## src/rtl/sd_pwr_pkg.sv

```systemverilog
package sd_pwr_pkg;

  localparam int DAT_W = 4;

  typedef enum logic [3:0] {
    ST_IDLE,
    ST_REL_STOP,
    ST_REL_FLOAT,
    ST_REL_CLK,
    ST_REL_PWR,
    ST_PULSE_LO,
    ST_PULSE_REL,
    ST_CHECK,
    ST_DISCH,
    ST_OFF,
    ST_WAKE
  } seq_state_e;

  typedef enum logic [1:0] {
    ERR_NONE   = 2'd0,
    ERR_PULLUP = 2'd1,
    ERR_NOCARD = 2'd2
  } seq_err_e;

  typedef struct packed {
    logic             run_en;
    logic             pwr_off;
    logic             clk_lo;
    logic             cmd_lo;
    logic [DAT_W-1:0] dat_lo;
  } pin_ctl_t;

endpackage

```

## src/rtl/sd_pwr_timer.sv

```systemverilog
module sd_pwr_timer #(
  parameter int CW = 8
) (
  input  logic          clk,
  input  logic          rst_n,
  input  logic          load,
  input  logic [CW-1:0] load_val,
  output logic          zero
);

  logic [CW-1:0] cnt_q;
  logic [CW-1:0] cnt_d;
  logic          cnt_en;

  always_comb begin
    cnt_d  = cnt_q;
    cnt_en = 1'b0;
    if (load) begin
      cnt_d  = load_val;
      cnt_en = 1'b1;
    end else if (cnt_q != '0) begin
      cnt_d  = cnt_q - 1'b1;
      cnt_en = 1'b1;
    end
  end

  always_ff @(posedge clk or negedge rst_n) begin
    if (!rst_n) begin
      cnt_q <= '0;
    end else if (cnt_en) begin
      cnt_q <= cnt_d;
    end
  end

  assign zero = (cnt_q == '0);

endmodule

```

## src/rtl/sd_pwr_fsm.sv

```systemverilog
module sd_pwr_fsm
  import sd_pwr_pkg::*;
#(
  parameter int CW    = 8,
  parameter int S_CYC = 1,
  parameter int P_CYC = 1,
  parameter int W_CYC = 1
) (
  input  logic             clk,
  input  logic             rst_n,
  input  logic             start,
  input  logic             sw_fitted,
  input  logic             cmd_in,
  input  logic [DAT_W-1:0] dat_in,
  input  logic             det_in,
  input  logic             tmr_zero,
  output seq_state_e       state_q,
  output logic             pass2_q,
  output logic             tmr_load,
  output logic [CW-1:0]    tmr_val,
  output logic             accept,
  output logic             fin_set,
  output logic             fin_ok,
  output seq_err_e         fin_err,
  output logic             warn_load
);

  localparam logic [CW-1:0] S_LD = CW'(S_CYC - 1);
  localparam logic [CW-1:0] P_LD = CW'(P_CYC - 1);
  localparam logic [CW-1:0] W_LD = CW'(W_CYC - 1);

  seq_state_e st_d;
  logic       pass2_d;
  logic       st_en;
  logic       pass_en;

  // Count loaded on entry to a state: its length minus one.
  function automatic logic [CW-1:0] load_for(input seq_state_e s);
    case (s)
      ST_REL_FLOAT, ST_REL_PWR, ST_PULSE_LO, ST_PULSE_REL: load_for = S_LD;
      ST_OFF:  load_for = P_LD;
      ST_WAKE: load_for = W_LD;
      default: load_for = '0;
    endcase
  endfunction

  always_comb begin
    st_d      = state_q;
    pass2_d   = pass2_q;
    accept    = 1'b0;
    fin_set   = 1'b0;
    fin_ok    = 1'b0;
    fin_err   = ERR_NONE;
    warn_load = 1'b0;
    if (state_q == ST_IDLE) begin
      if (start) begin
        accept  = 1'b1;
        st_d    = ST_REL_STOP;
        pass2_d = 1'b0;
      end
    end else if (tmr_zero) begin
      case (state_q)
        ST_REL_STOP:  st_d = ST_REL_FLOAT;
        ST_REL_FLOAT: st_d = ST_REL_CLK;
        ST_REL_CLK:   st_d = ST_REL_PWR;
        ST_REL_PWR:   st_d = pass2_q ? ST_WAKE : ST_PULSE_LO;
        ST_PULSE_LO:  st_d = ST_PULSE_REL;
        ST_PULSE_REL: st_d = ST_CHECK;
        ST_CHECK: begin
          if (!sw_fitted) begin
            fin_set = 1'b1;
            st_d    = ST_IDLE;
            if (cmd_in && (&dat_in)) fin_ok = 1'b1;
            else                     fin_err = ERR_PULLUP;
          end else if (det_in) begin
            fin_set = 1'b1;
            fin_err = ERR_NOCARD;
            st_d    = ST_IDLE;
          end else begin
            st_d    = ST_DISCH;
            pass2_d = 1'b1;
          end
        end
        ST_DISCH: st_d = ST_OFF;
        ST_OFF: begin
          warn_load = 1'b1;
          st_d      = ST_REL_STOP;
        end
        ST_WAKE: begin
          fin_set = 1'b1;
          fin_ok  = 1'b1;
          st_d    = ST_IDLE;
        end
        default: st_d = ST_IDLE;
      endcase
    end
    st_en    = (st_d != state_q);
    pass_en  = (pass2_d != pass2_q);
    tmr_load = st_en;
    tmr_val  = load_for(st_d);
  end

  always_ff @(posedge clk or negedge rst_n) begin
    if (!rst_n) begin
      state_q <= ST_IDLE;
      pass2_q <= 1'b0;
    end else begin
      if (st_en)   state_q <= st_d;
      if (pass_en) pass2_q <= pass2_d;
    end
  end

endmodule

```

## src/rtl/sd_pwr_pins.sv

```systemverilog
module sd_pwr_pins
  import sd_pwr_pkg::*;
(
  input  seq_state_e state_q,
  input  logic       pass2_q,
  output pin_ctl_t   pins
);

  always_comb begin
    pins = '0;
    case (state_q)
      ST_IDLE: pins.run_en = 1'b1;
      ST_REL_STOP: begin
        pins.clk_lo  = pass2_q;
        pins.cmd_lo  = pass2_q;
        pins.dat_lo  = {DAT_W{pass2_q}};
        pins.pwr_off = pass2_q;
      end
      ST_REL_FLOAT: begin
        pins.clk_lo  = pass2_q;
        pins.pwr_off = pass2_q;
      end
      ST_REL_CLK: pins.pwr_off = pass2_q;
      ST_PULSE_LO: begin
        pins.cmd_lo = 1'b1;
        pins.dat_lo = '1;
      end
      ST_DISCH: begin
        pins.clk_lo = 1'b1;
        pins.cmd_lo = 1'b1;
        pins.dat_lo = '1;
      end
      ST_OFF: begin
        pins.clk_lo  = 1'b1;
        pins.cmd_lo  = 1'b1;
        pins.dat_lo  = '1;
        pins.pwr_off = 1'b1;
      end
      default: pins = '0;
    endcase
  end

endmodule

```

## src/rtl/sd_pwr_status.sv

```systemverilog
module sd_pwr_status
  import sd_pwr_pkg::*;
(
  input  logic       clk,
  input  logic       rst_n,
  input  logic       clr,
  input  logic       fin_set,
  input  logic       fin_ok,
  input  seq_err_e   fin_err,
  input  logic       warn_load,
  input  logic       warn_val,
  output logic       done_q,
  output logic       ok_q,
  output logic [1:0] err_q,
  output logic       warn_q
);

  always_ff @(posedge clk or negedge rst_n) begin
    if (!rst_n) begin
      done_q <= 1'b0;
      ok_q   <= 1'b0;
      err_q  <= 2'd0;
      warn_q <= 1'b0;
    end else if (clr) begin
      done_q <= 1'b0;
      ok_q   <= 1'b0;
      err_q  <= 2'd0;
      warn_q <= 1'b0;
    end else begin
      if (fin_set) begin
        done_q <= 1'b1;
        ok_q   <= fin_ok;
        err_q  <= fin_err;
      end
      if (warn_load) warn_q <= warn_val;
    end
  end

endmodule

```

## src/rtl/sd_pwr_seq.sv

```systemverilog
module sd_pwr_seq
  import sd_pwr_pkg::*;
#(
  parameter int CLK_FREQ_HZ = 100_000_000,
  parameter int SETTLE_NS   = 1000,
  parameter int PWRUP_US    = 1000,
  parameter int PWROFF_US   = 500_000
) (
  input  logic       clk,
  input  logic       rst_n,
  input  logic       start,
  input  logic       sw_fitted,
  input  logic       sclk_in,
  input  logic       cmd_in,
  input  logic [3:0] dat_in,
  input  logic       det_in,
  output logic       sclk_run_en,
  output logic       sclk_drv_lo,
  output logic       cmd_drv_lo,
  output logic [3:0] dat_drv_lo,
  output logic       pwr_off,
  output logic       done,
  output logic       ok,
  output logic [1:0] err_code,
  output logic       warn
);

  localparam int CYC_PER_US = CLK_FREQ_HZ / 1_000_000;
  localparam int S_RAW      = (CYC_PER_US * SETTLE_NS) / 1000;
  localparam int W_RAW      = CYC_PER_US * PWRUP_US;
  localparam int P_RAW      = CYC_PER_US * PWROFF_US;
  localparam int S_CYC      = (S_RAW < 1) ? 1 : S_RAW;
  localparam int W_CYC      = (W_RAW < 1) ? 1 : W_RAW;
  localparam int P_CYC      = (P_RAW < 1) ? 1 : P_RAW;
  localparam int MAX_SW     = (S_CYC > W_CYC) ? S_CYC : W_CYC;
  localparam int MAX_CYC    = (MAX_SW > P_CYC) ? MAX_SW : P_CYC;
  localparam int CW         = $clog2(MAX_CYC + 1);

  logic rst_meta_q;
  logic rst_sync_q;

  // Asynchronous assertion, synchronous release.
  always_ff @(posedge clk or negedge rst_n) begin
    if (!rst_n) begin
      rst_meta_q <= 1'b0;
      rst_sync_q <= 1'b0;
    end else begin
      rst_meta_q <= 1'b1;
      rst_sync_q <= rst_meta_q;
    end
  end

  seq_state_e    state_q;
  logic          pass2_q;
  logic          tmr_load;
  logic [CW-1:0] tmr_val;
  logic          tmr_zero;
  logic          accept;
  logic          fin_set;
  logic          fin_ok;
  seq_err_e      fin_err;
  logic          warn_load;
  pin_ctl_t      pins;

  sd_pwr_timer #(.CW(CW)) u_timer (
    .clk      (clk),
    .rst_n    (rst_sync_q),
    .load     (tmr_load),
    .load_val (tmr_val),
    .zero     (tmr_zero)
  );

  sd_pwr_fsm #(
    .CW    (CW),
    .S_CYC (S_CYC),
    .P_CYC (P_CYC),
    .W_CYC (W_CYC)
  ) u_fsm (
    .clk       (clk),
    .rst_n     (rst_sync_q),
    .start     (start),
    .sw_fitted (sw_fitted),
    .cmd_in    (cmd_in),
    .dat_in    (dat_in),
    .det_in    (det_in),
    .tmr_zero  (tmr_zero),
    .state_q   (state_q),
    .pass2_q   (pass2_q),
    .tmr_load  (tmr_load),
    .tmr_val   (tmr_val),
    .accept    (accept),
    .fin_set   (fin_set),
    .fin_ok    (fin_ok),
    .fin_err   (fin_err),
    .warn_load (warn_load)
  );

  sd_pwr_pins u_pins (
    .state_q (state_q),
    .pass2_q (pass2_q),
    .pins    (pins)
  );

  sd_pwr_status u_status (
    .clk       (clk),
    .rst_n     (rst_sync_q),
    .clr       (accept),
    .fin_set   (fin_set),
    .fin_ok    (fin_ok),
    .fin_err   (fin_err),
    .warn_load (warn_load),
    .warn_val  (sclk_in),
    .done_q    (done),
    .ok_q      (ok),
    .err_q     (err_code),
    .warn_q    (warn)
  );

  assign sclk_run_en = pins.run_en;
  assign sclk_drv_lo = pins.clk_lo;
  assign cmd_drv_lo  = pins.cmd_lo;
  assign dat_drv_lo  = pins.dat_lo;
  assign pwr_off     = pins.pwr_off;

endmodule

```

## config.mk

```make
export PLATFORM = sky130hd
export DESIGN_NAME = sd_pwr_seq
export DESIGN_NICKNAME = d
export VERILOG_FILES = /design/src/rtl/sd_pwr_pkg.sv /design/src/rtl/sd_pwr_timer.sv /design/src/rtl/sd_pwr_fsm.sv /design/src/rtl/sd_pwr_pins.sv /design/src/rtl/sd_pwr_status.sv /design/src/rtl/sd_pwr_seq.sv
export SDC_FILE = /design/constraint.sdc
export NUM_CORES = 1
export LEC_CHECK = 0
export ABC_AREA = 1
export BUFFER_PORTS_ARGS = -buffer_cell sky130_fd_sc_hd__buf_2
export CAP_MARGIN = 10
export CORE_MARGIN = 3
export CORE_UTILIZATION = 45
export CTS_BUF_LIST = sky130_fd_sc_hd__clkbuf_4 sky130_fd_sc_hd__clkbuf_8 sky130_fd_sc_hd__clkbuf_16
export CTS_CLUSTER_DIAMETER = 60
export CTS_CLUSTER_SIZE = 16
export DETAILED_ROUTE_END_ITERATION = 7
export GPL_ROUTABILITY_DRIVEN = 0
export GPL_TIMING_DRIVEN = 0
export HOLD_SLACK_MARGIN = 0.08
export PLACE_DENSITY = 0.62
export SLEW_MARGIN = 5
export SYNTH_ARGS = -nofsm -noshare
export SYNTH_HDL_FRONTEND = slang
export SYNTH_HIERARCHICAL = 1
export SYNTH_SLANG_ARGS = --single-unit
```

## constraint.sdc

```tcl
create_clock -name clk -period 2.1 [get_ports clk]
set_clock_uncertainty 0.05 [all_clocks]
set_input_delay 0.105 -clock clk [delete_from_list [all_inputs] [get_ports clk]]
set_output_delay 0.105 -clock clk [all_outputs]
set_load 0.02 [all_outputs]
```

* After elaboration in Yosys (flattened, before gate mapping)
Cells that the tools add are included.
Widths: inputs -> output; s select.
** Storage, ports and cells
- Bits in registers :: 38
- Output and inout port bits :: 13
- Word-level logic and storage cells :: 93
** Cells by class
- Eq/ne operators :: 18
- Reductions and logical operators :: 14
- Mux-type cells :: 51
- Add/sub/neg operators :: 1
** Operators with widths (number)
- $pmux 26 s3 :: 1
- $mux 26 :: 2
- $pmux 4 s9 :: 1
- $mux 1 :: 29
- $eq 4x3->1 const B :: 7
- $logic_not 26->1 :: 1
- $reduce_bool 26->1 :: 1
- $sub 26x1->26 const B :: 1
- $mux 4 :: 6
- $eq 4x4->1 const B :: 5
- $mux 2 :: 7
- $eq 4x2->1 const B :: 3
- $pmux 5 s2 :: 1
- $pmux 1 s2 :: 4
- $reduce_bool 2->1 :: 3
- $reduce_or 3->1 :: 2
- $eq 4x1->1 const B :: 1
- $logic_not 4->1 :: 1
- $ne 4x4->1 :: 1
- $reduce_and 4->1 :: 1
- $reduce_or 2->1 :: 2
- $reduce_or 4->1 :: 1
- $reduce_and 2->1 :: 1
- $logic_and 1x1->1 :: 1
- $ne 1x1->1 :: 1

* Logic depth before layout (Yosys ltp)
- Word-level depth :: 9
- Depth in mapped cells :: 20

* Hierarchy
The synthesis kept the hierarchy.
** Modules (own cells, without submodules)
- sd_pwr_timer :: area an instance 1953.1 µm², cells an instance 289, times used 1
- sd_pwr_fsm :: area an instance 760.7 µm², cells an instance 127, times used 1
- sd_pwr_status :: area an instance 196.4 µm², cells an instance 22, times used 1
- sd_pwr_pins :: area an instance 111.4 µm², cells an instance 20, times used 1
- sd_pwr_seq :: area an instance 53.8 µm², cells an instance 3, times used 1

* Worst setup path before layout
Ideal clock, no wire load.
- Kind :: register -> register
- Start point :: register u_timer.cnt_q[0]
- End point :: register u_timer.cnt_q[3]
- Arrival time :: 2718 ps
- Path buffers :: 1
- Library setup time :: 73 ps
- Slack :: -741 ps
- Stages on the path, launching flop included :: 18
- Required time :: 1977 ps
- Clock period less this slack :: 2841 ps
- Cells stage by stage :: dfrtp_1 > inv_1 > ha_1 > nand2_4 > nor2_8 > nand2_4 > nor2_8 > nand3_4 > inv_1 > inv_1 > nand2_1 > nand2_2 > nand3_1 > nand4_1 > inv_1 > clkbuf_1 > nand3_1 > a21oi_2
** On the way
- Elaborated cells on any way between the ends :: 20
- Those cells by class :: 1 x add/sub; 7 x eq/ne; 7 x mux; 5 x reduce/logical
** RTL lines
- start, declared :: RTL line sd_pwr_timer.sv:11 : logic [CW-1:0] cnt_q;
- start signal, assigned :: RTL line sd_pwr_timer.sv:31 : cnt_q <= cnt_d;
- $logic_not 26->1 (*) :: RTL line sd_pwr_timer.sv:35 : assign zero = (cnt_q == '0);
- net tmr_zero :: RTL line sd_pwr_seq.sv:57 : logic tmr_zero;
- $mux 4 (*) :: RTL line sd_pwr_fsm.sv:61 : end else if (tmr_zero) begin
- $mux 4 (*) :: RTL line sd_pwr_fsm.sv:55 : if (state_q == ST_IDLE) begin
- $ne 4x4->1 (*) :: RTL line sd_pwr_fsm.sv:97 : st_en = (st_d != state_q);
- net tmr_load :: RTL line sd_pwr_seq.sv:55 : logic tmr_load;
- $reduce_bool 2->1 (no source line) or $mux 1 (tied branches)
- $reduce_and 2->1 (no source line)
The timed path passes the listed nets; every way through them passes the cells marked *. The select of a mux whose other input is x is not followed.
A chain may end at the register's enable or synchronous reset.

* Worst setup path in the final report
- Start point :: register u_timer.cnt_q[4]
- End point :: register u_timer.cnt_q[1]
The elaborated chain is that of the path after synthesis.

==> qor.yml <==
cells_and_area:
  syn_to_final_growth_pct: 34.05
  nNetsFinal: 549
  n_antenna_cell: 0
  seq_area_um2: 953.4
  final_cells: 615
  fillers: 565
  finish.instance_area_um2: 4123
  drive_above_1_share_pct: 37.36
  multi_input_area_um2: 1901
logic_synthesis:
  avgSynthCellArea_um2: 6.671
  synthCells: 461
  synth-seq-cells: 38
  synth.most_common_cell: "nand2_1"
  synth_warnings: 6
  yosysSeqAreaShare_pct: 30.92
  post-synth-top-area-fraction_pct: 30.92
  synth-edff-count: 0
  synth_async_sr_flop_share_pct: 100.0
  synth_top_area_cell: "dfrtp_1"
  synth_cell_types: 34
  synth_commonest_cells: "137 x nand2_1, 58 x nand3_1, 51 x inv_1"
  synth_ff_type: "dfrtp_1"
  syn_area_um2: 3075
  synthTopCellsByArea: "dfrtp_1 31%, nand2_1 17%, nand3_1 9.4%, inv_1 6.2%, buf_4 6.1%"
timing:
  hold_violations: 0
  slew_headroom_pct: 45.61
  finalMaxSlewViolations: 0
  fmax_ghz: 0.4090
  setup_slack_ns: -0.3450
  period_needed_ns: 2.445
  rsz0062_at_grt: "yes"
  setup_viol_count_final: 26
  worst_pin_slew_ns: 0.8159
  post-route-period-util_pct: 116.4
worst_setup_path:
  cp.arrival_ns: 2.63
  start_kind: "flop"
  worstPathMaxFanout: 8
  r2r-start: "u_timer/cnt_q[4]"
  critPathKind: "reg2reg"
  cp-end-kind: "flop"
  worstPathRequired_ns: 2.28
  startpoint: "u_timer/cnt_q[4]"
placed_design:
  place_area_um2: 3372
  dpl.cell_count: 564
  dp_hpwl_mm: 5.594
  post-place-ws_ns: -0.7573
  port_buffers: 23
cts:
  numCtsBuffers: 5
  clkLatencyLatePin_ns: 0.30
  cts_tree: "yes"
  root_buffer: "clkbuf_8"
  cts.sinks: 38
  h-tree-depth: 2
  path_clk_slew_ns: 0.09
  clock_path_buffers: 2
floorplan:
  dieArea_um2: 7862
  die_w_um: 88.67
  coreArea_um2: 6495
  top_level_ports: 24
  start_util_pct: 47.35
  rows: 29
  die_y_um: 88.67
global_route:
  grt_first_pass_wirelength_mm: 13.73
  grt_max_degree: 37
  grt_pass1_vias: 3001
  gr-total-overflow: 0
  grt_use_total_pct: 22.20
  antenna_found_initial: 0
route:
  drt-met1-wl_mm: 3.648
  dr.max_layer_used: "met4"
  wl_met3_um: 370
  drt-total-wl_mm: 8.445
  via_per_inst: 5.042
  drc: 0
  first_pass_iters: 4
  first_iter_violations: 166
  dr_wl_met2_mm: 4.282
  via_count: 3101
  ant_nets: 0
  avgRoutedWirePerCell_um: 13.73
hold_path:
  min_from: "sw_fitted"
  hold_class: "in2reg"
pwr:
  finalPower_uw: 5757
  peakVddDrop_mv: 0.5801
  leakage_uw: 0.002212
  power.density_nw_per_um2: 1396
run_status:
  status: "complete, but fails checks"
  violations: "setup timing"
job:
  cap_violations: 0
[layout by cell type, fill, tap and decap left out, types with 3 or more instances in the layout]
cell and n:
nand2_1 125, nand3_1 51, buf_4 50, inv_1 44, nor2_1 42, dfrtp_1 36
buf_2 23, a21oi_2 14, buf_6 13, nand2_2 13, nor2_2 12, nand3_2 11
nand2_4 11, inv_2 9, nor2_4 9, clkbuf_8 7, nand4_1 7, o21ai_0 6
conb_1 5, clkbuf_16 4, o21ai_2 4, o21ai_1 4, clkinvlp_4 3, dlygate4sd3_1 3
a21oi_1 3
[logic make-up (layout without fill, tap and decap cells)]
| family | count (synthesis) | count (layout) | share of synthesized area, % |
|---|---|---|---|
| compound gates | 37 | 37 | 7.974 |
| fa+ha+maj | 1 | 1 | 0.4068 |
| flops | 38 | 38 | 30.92 |
| xor+xnor | 2 | 2 | 0.5697 |
| other cells | 2 | 5 | 0.2442 |
| simple gates | 292 | 292 | 45.65 |
| buf+inv | 89 | 163 | 14.24 |
[state kept, by name, summed over array words and instances, names as in the netlist]
signal and flops:
u_status/done_q 1, u_fsm/pass2_q 1, u_fsm/state_q 4, rst_sync_q 1, u_status/warn_q 1, u_status/err_q 2, rst_meta_q 1, u_timer/cnt_q 26
u_status/ok_q 1
[timing repair]
item / in CTS / in global routing
cloned: 4 / 3
buffers inserted: 20 / 14
gates resized for setup: 33 / 41
pin swaps: 14 / 18
setup endpoints to repair: 30 / 30
hold endpoints to repair: 3 / 0
hold buffers: 3 / 0
[where the power goes]
group | switching, uW | internal, uW | total (uW)
Clock | 303 | 271 | 574
Combinational | 2210 | 1660 | 3870
Sequential | 338 | 975 | 1310
Total | 2860 | 2900 | 5760
[critical path, stage by stage, from the launching register on]
cell and delay (ns):
dfrtp_1 0.44, nor2_2 0.16, nand2_2 0.10, nor2_8 0.15
nand2_4 0.08, nor2_8 0.10, nand3_4 0.10, inv_8 0.12
nand2_4 0.06, nand3_2 0.05, nand2_1 0.05, nor2_1 0.09
nand4_1 0.11, buf_6 0.17, nor3_4 0.27, buf_6 0.15
nand2_2 0.04, o21ai_1 0.07
[layer usage]
metal	vias to the layer above	track usage, %
met5	-	0
met1	1428	26.99
met3	13	3.445
met2	75	40.42
met4	0	5.907
li1	1585	-
[stage by stage]
step / util (%) / hold slack [ns] / TNS (ns)
after floorplan: - / -0.2406 / -7.287
after global placement: 51.90 / -0.1602 / -18.30
after detailed placement: 51.92 / -0.1571 / -19.26
after CTS: 58.93 / 0.1175 / -8.155
after global routing: 63.48 / 0.1419 / -11.73
final: 63.48 / 0.1184 / -7.680
[area by class of cell]
type | count | area share, %
clock buffer | 6 | 2.003
sequential | 38 | 23.13
buffer | 32 | 7.587
tap | 77 | 2.337
timing repair inverter | 1 | 0.1821
clock inverter | 2 | 0.3945
multi-input combinational | 337 | 46.10
inverter | 57 | 5.706
timing repair buffer | 65 | 12.56
[path summary, 6_finish.rpt]
path,endpoint,slack [ns],depth (start not counted)
setup / recovery,u_timer/cnt_q[1],-0.35,17
min in group asynchronous,u_status/err_q[0],0.32,0
max in group asynchronous,u_timer/cnt_q[8],1.11,0
hold / removal,u_status/err_q[1],0.12,5
hold reg to reg,rst_sync_q,0.31,0
setup reg to reg,u_timer/cnt_q[1],-0.35,17
No activity file was read; power rests on OpenSTA's default activity.
